### src/rtl/cache_way_pick.sv
module cache_way_pick #(
   parameter int WAYS    = 2,
   parameter int TAG_W   = 26,
   parameter int STAMP_W = 32,
   localparam int WAY_W  = (WAYS > 1) ? $clog2(WAYS) : 1
) (
   input  logic [WAYS-1:0]              valid_i,
   input  logic [WAYS-1:0][TAG_W-1:0]   tags_i,
   input  logic [WAYS-1:0][STAMP_W-1:0] stamps_i,
   input  logic [TAG_W-1:0]             tag_i,
   output logic                         hit_o,
   output logic [WAY_W-1:0]             hit_way_o,
   output logic                         free_o,
   output logic [WAY_W-1:0]             free_way_o,
   output logic [WAY_W-1:0]             victim_way_o
);
   logic [STAMP_W-1:0] oldest;

   // Reverse scans: the last assignment is the lowest matching index.
   always_comb begin
      hit_o      = 1'b0;
      hit_way_o  = '0;
      free_o     = 1'b0;
      free_way_o = '0;
      for (int w = WAYS - 1; w >= 0; w--) begin
         if (valid_i[w] && (tags_i[w] == tag_i)) begin
            hit_o     = 1'b1;
            hit_way_o = WAY_W'(w);
         end
         if (!valid_i[w]) begin
            free_o     = 1'b1;
            free_way_o = WAY_W'(w);
         end
      end
   end

   // Strict less-than keeps the lowest index among equal stamps.
   always_comb begin
      oldest       = stamps_i[0];
      victim_way_o = '0;
      for (int w = 1; w < WAYS; w++) begin
         if (stamps_i[w] < oldest) begin
            oldest       = stamps_i[w];
            victim_way_o = WAY_W'(w);
         end
      end
   end
endmodule

### config.mk
export PLATFORM = sky130hd
export DESIGN_NAME = cache_way_pick
export DESIGN_NICKNAME = d
export VERILOG_FILES = /design/src/rtl/cache_way_pick.sv
export SDC_FILE = /design/constraint.sdc
export NUM_CORES = 1
export LEC_CHECK = 0
export CORE_MARGIN = 5
export CORE_UTILIZATION = 30
export DETAILED_ROUTE_END_ITERATION = 10
export PLACE_DENSITY = 0.95
export REMOVE_ABC_BUFFERS = 1
export SLEW_MARGIN = 20
export SYNTH_ARGS = -nofsm -noshare
export SYNTH_HDL_FRONTEND = slang
export SYNTH_SLANG_ARGS = --single-unit
### constraint.sdc
create_clock -name vclk -period 2.5
set_input_delay 0.5 -clock vclk [all_inputs]
set_output_delay 0.5 -clock vclk [all_outputs]
set_load 0.01 [all_outputs]
# Yosys cells after proc, flatten, opt, wreduce, memory -nomap -nowiden
# Cells that the tools add are included.
[totals]
register_bits = 0
latchBits = 0
mem_bits_rw = 0
rom_bits = 0
in_bits = 144
elab_cells = 12
n_memories = 0
[op_classes]
addsub = 0
n_mul = 0
div_mod_pow = 0
n_lt_le_gt_ge = 1
eq_ne = 2
n_shift = 0
mux = 7
bitwise_logic = 0
n_reduce_logical = 2
[op_table]
columns = ["operator", "count"]
rows = [
  ["equality test 26 bit", 2],
  ["< comparator 32 bit", 1],
  ["two-way mux 1 bit", 7],
  ["logical AND 1 bit", 2],
]

# Longest topological paths before layout
[logic_depth]
word_depth = 4
mapped_depth = 7
ltp_nobuf = 7

# Worst setup path after synthesis
# Ideal clock, no wire load.
[synth_timing]
kind = "input to output"
startpoint = "in stamps_i[1] in the netlist's numbering"
endpoint = "out victim_way_o"
t_arrival_ns = 1.862
required_time_ns = 2.000
slack_ns = 0.138
path_stages = 6
n_path_buf = 0
cell_sequence = "inv_1 ha_1 a2111oi_4 nor4b_1 or4_1 a21oi_1"
[synth_via]
elab_chain_cells = 2
[synth_rtl]
columns = ["item", "line", "rtl"]
rows = [
  ["from (decl)", "9", "input logic [WAYS-1:0][STAMP_W-1:0] stamps_i,"],
  ["< comparator 32 bit", "42", "if (stamps_i[w] < oldest) begin"],
  ["two-way mux 1 bit", "42", ""],
  ["to (decl)", "15", "output logic [WAY_W-1:0] victim_way_o"],
]
# Every way passes these cells.

# Worst setup path in the final report
[layout_timing]
startpoint = "in stamps_i[26] in the netlist's numbering"
endpoint = "out victim_way_o"
# The elaborated chain is that of the path after synthesis.

==> results <==
## metrics by stage
step	total power, W	setup WS, ns	setup TNS [ns]	std cells
finish	0.000599	-0.0540	-0.0540	409
global route	0.000643	-0.147	-0.218	408
CTS	0.000519	-0.172	-0.172	406
detailed placement	0.000488	-0.929	-1.87	405
global placement	0.000469	-0.868	-1.74	405
floorplan	0.000166	0.138	0	184
## path summary, 6_finish.rpt
check	from	end	slack, ns	depth (start not counted)
setup / recovery	stamps_i[26]	victim_way_o	-0.05	10
hold / removal	stamps_i[47]	victim_way_o	1.52	5
## layout by cell type (no fill, tap or decap), types with 2 or more instances in the layout
cell type and instances:
a21o_1 2, a21oi_1 2, a21oi_2 9, a221oi_2 2, and4_4 2, buf_2 4
buf_4 21, buf_6 3, clkbuf_2 12, clkdlybuf4s15_1 8, clkdlybuf4s50_1 40, diode_2 2
dlygate4sd2_1 29, dlymetal6s2s_1 54, ha_1 5, ha_2 3, ha_4 23, inv_1 11
inv_2 19, nand2_1 8, nand2_2 3, nand3_1 2, nand4_1 12, nor2_1 3
nor2b_1 2, nor3_2 2, nor4_2 5, o21a_1 2, o21ai_2 3, xnor2_1 21
xnor2_2 9, xor2_1 20, xor2_2 2
## report_power, final
group | total [W] | internal [W] | switching (W)
registers | 0 | 0 | 0
clock network | 0.000000000107 | 0.000000000107 | 0
logic | 0.000599 | 0.000359 | 0.000240
## cell families after synthesis
group	Yosys count	synth area share (%)
AO/OA/AOI/OAI	24	12.0
buffers and inverters	31	8.41
XOR/XNOR	52	32.9
AND/OR/NAND/NOR	46	18.6
adder cells (fa/ha/maj)	31	28.0
## routing by layer
layer	track usage [%]	share of wire, %
met5	0	0
met4	3.72	4.8
met3	2.08	4.5
met2	44.5	59
met1	19.2	32
## worst max-delay path, stage by stage
cell	delay [ns]
clkdlybuf4s50_1	0.45
inv_1	0.06
ha_4	0.27
nand2_2	0.06
buf_4	0.13
nor2_1	0.12
nand2_1	0.09
nor2_1	0.16
a21oi_2	0.07
buf_2	0.14
## synth_stat cells (all sizes together)
cell     number  area share [%]
xor2         22              14
nor4          6             2.7
nand4        12             5.4
a2111oi       1             2.0
or4           1            0.54
ha           31              28
o21a          2             1.1
nand3         2            0.72
nor4b         1            0.63
a21oi        11             4.0
nand2b        1            0.99
nor2          4             1.1
and4          2             1.3
a21boi        1            0.54
nand2        12             3.3
nor3          3             1.1
inv          31             8.4
nor2b         2            0.90
xnor2        30              19
o21ai         4             1.4
a21o          2             1.1
a221oi        2             1.3
o2bb2ai       1            0.63
## timing repair
action,in CTS,in global routing
pin swaps,44,77
setup endpoints to repair,3,3
gates resized for setup,124,133
setup buffers,1,1
## cell type report
| class | instances | area, µm² | share of cell area [%] |
|---|---|---|---|
| multi-input cells | 153 | 1790 | 48.9 |
| inverters | 31 | 119 | 3.25 |
| well taps | 52 | 65.1 | 1.78 |
| repair buffers | 171 | 1680 | 45.9 |
| diodes | 2 | 5.00 | 0.137 |
==> results_dict.tcl <==
set metrics [dict create \
    antenna_found_initial 1 \
    timing.critical_path.to_type "output pin" \
    initial_core_util_pct 31.3 \
    num-nets-final 532 \
    placement.cell_area_um2 3090 \
    post_synth_instance_area_um2 1380 \
    cap_viol_max_count 0 \
    layout-drive-gt1-share_pct 36.6 \
    layout.filler_cells 250 \
    start_kind "input pin" \
    seq_cells 0 \
    ir_drop_mv 0.0902 \
    layout_setup_ws_ns -0.0540 \
    postSynthAreaPerCell_um2 7.52 \
    final.period_utilization_pct 102 \
    clockBufferCount 0 \
    io_pins 149 \
    outcome "finished with violations" \
    final_area_um2 3660 \
    route.detailed.drc 0 \
    initialDrtViolationCount 49 \
    pwr_density_cell_nw_per_um2 164 \
    synthDistinctLibCells 24 \
    final.min_clock_period_ns 2.55 \
    global_route.overflow_total 0 \
    first_global_vias 2221 \
    timing.critical_path.required_ns 2.00 \
    post_cts_hold_buffer_count 0 \
    setup_viol 1 \
    cp.arrival_ns 2.05 \
    p_leak_nw 1.98 \
    max-slew-margin-rel_pct 78.0 \
    timing_worst_slew_pin_value_ns 0.330 \
    report.final.slew_viol_count 0 \
    route.detailed.vias_per_inst 5.08 \
    finalHoldViolCount 0 \
    total_wirelength_of_the_detailed_routed_design_um 8330 \
    avgRoutedWirePerCell_um 20.4 \
    sequential_area_share_after_synthesis_pct 0 \
    grtUsageTotal_pct 20.2 \
    final_antenna_net_count 0 \
    critical_path_class "input pin to output pin" \
    finalWeightedCongestion 0.930 \
    ys.warnings.count 0 \
    worst_hold_path_type "input pin to output pin" \
    area_growth_pct 165 \
    design.die.area_um2 6070 \
    maximum_number_of_pins_on_one_net_before_global_route_repair 4 \
    failed_checks "negative setup slack" \
    die_w_um 77.9 \
    worst_path_fanout_max 2 \
    die_height_um 77.9 \
    hold_slack_ns 1.52 \
    rsz0062_at_grt "true" \
    postSynthCellCount 184 \
    first_pass_detailed_route_iteration_total 4 \
    layout.core_utilization_pct 83.0 \
    timing.fmax_mhz 392 \
    rows 24 \
    core_outline_area_um2 4410 \
    vias 2079 \
    sequential_cell_area_um2 0 \
    dp_hpwl_um 5820 \
    port_buffers 149 \
    first_pass_grt_wire_length_um 10000 \
]
No activity file was read; power rests on OpenSTA's default activity.
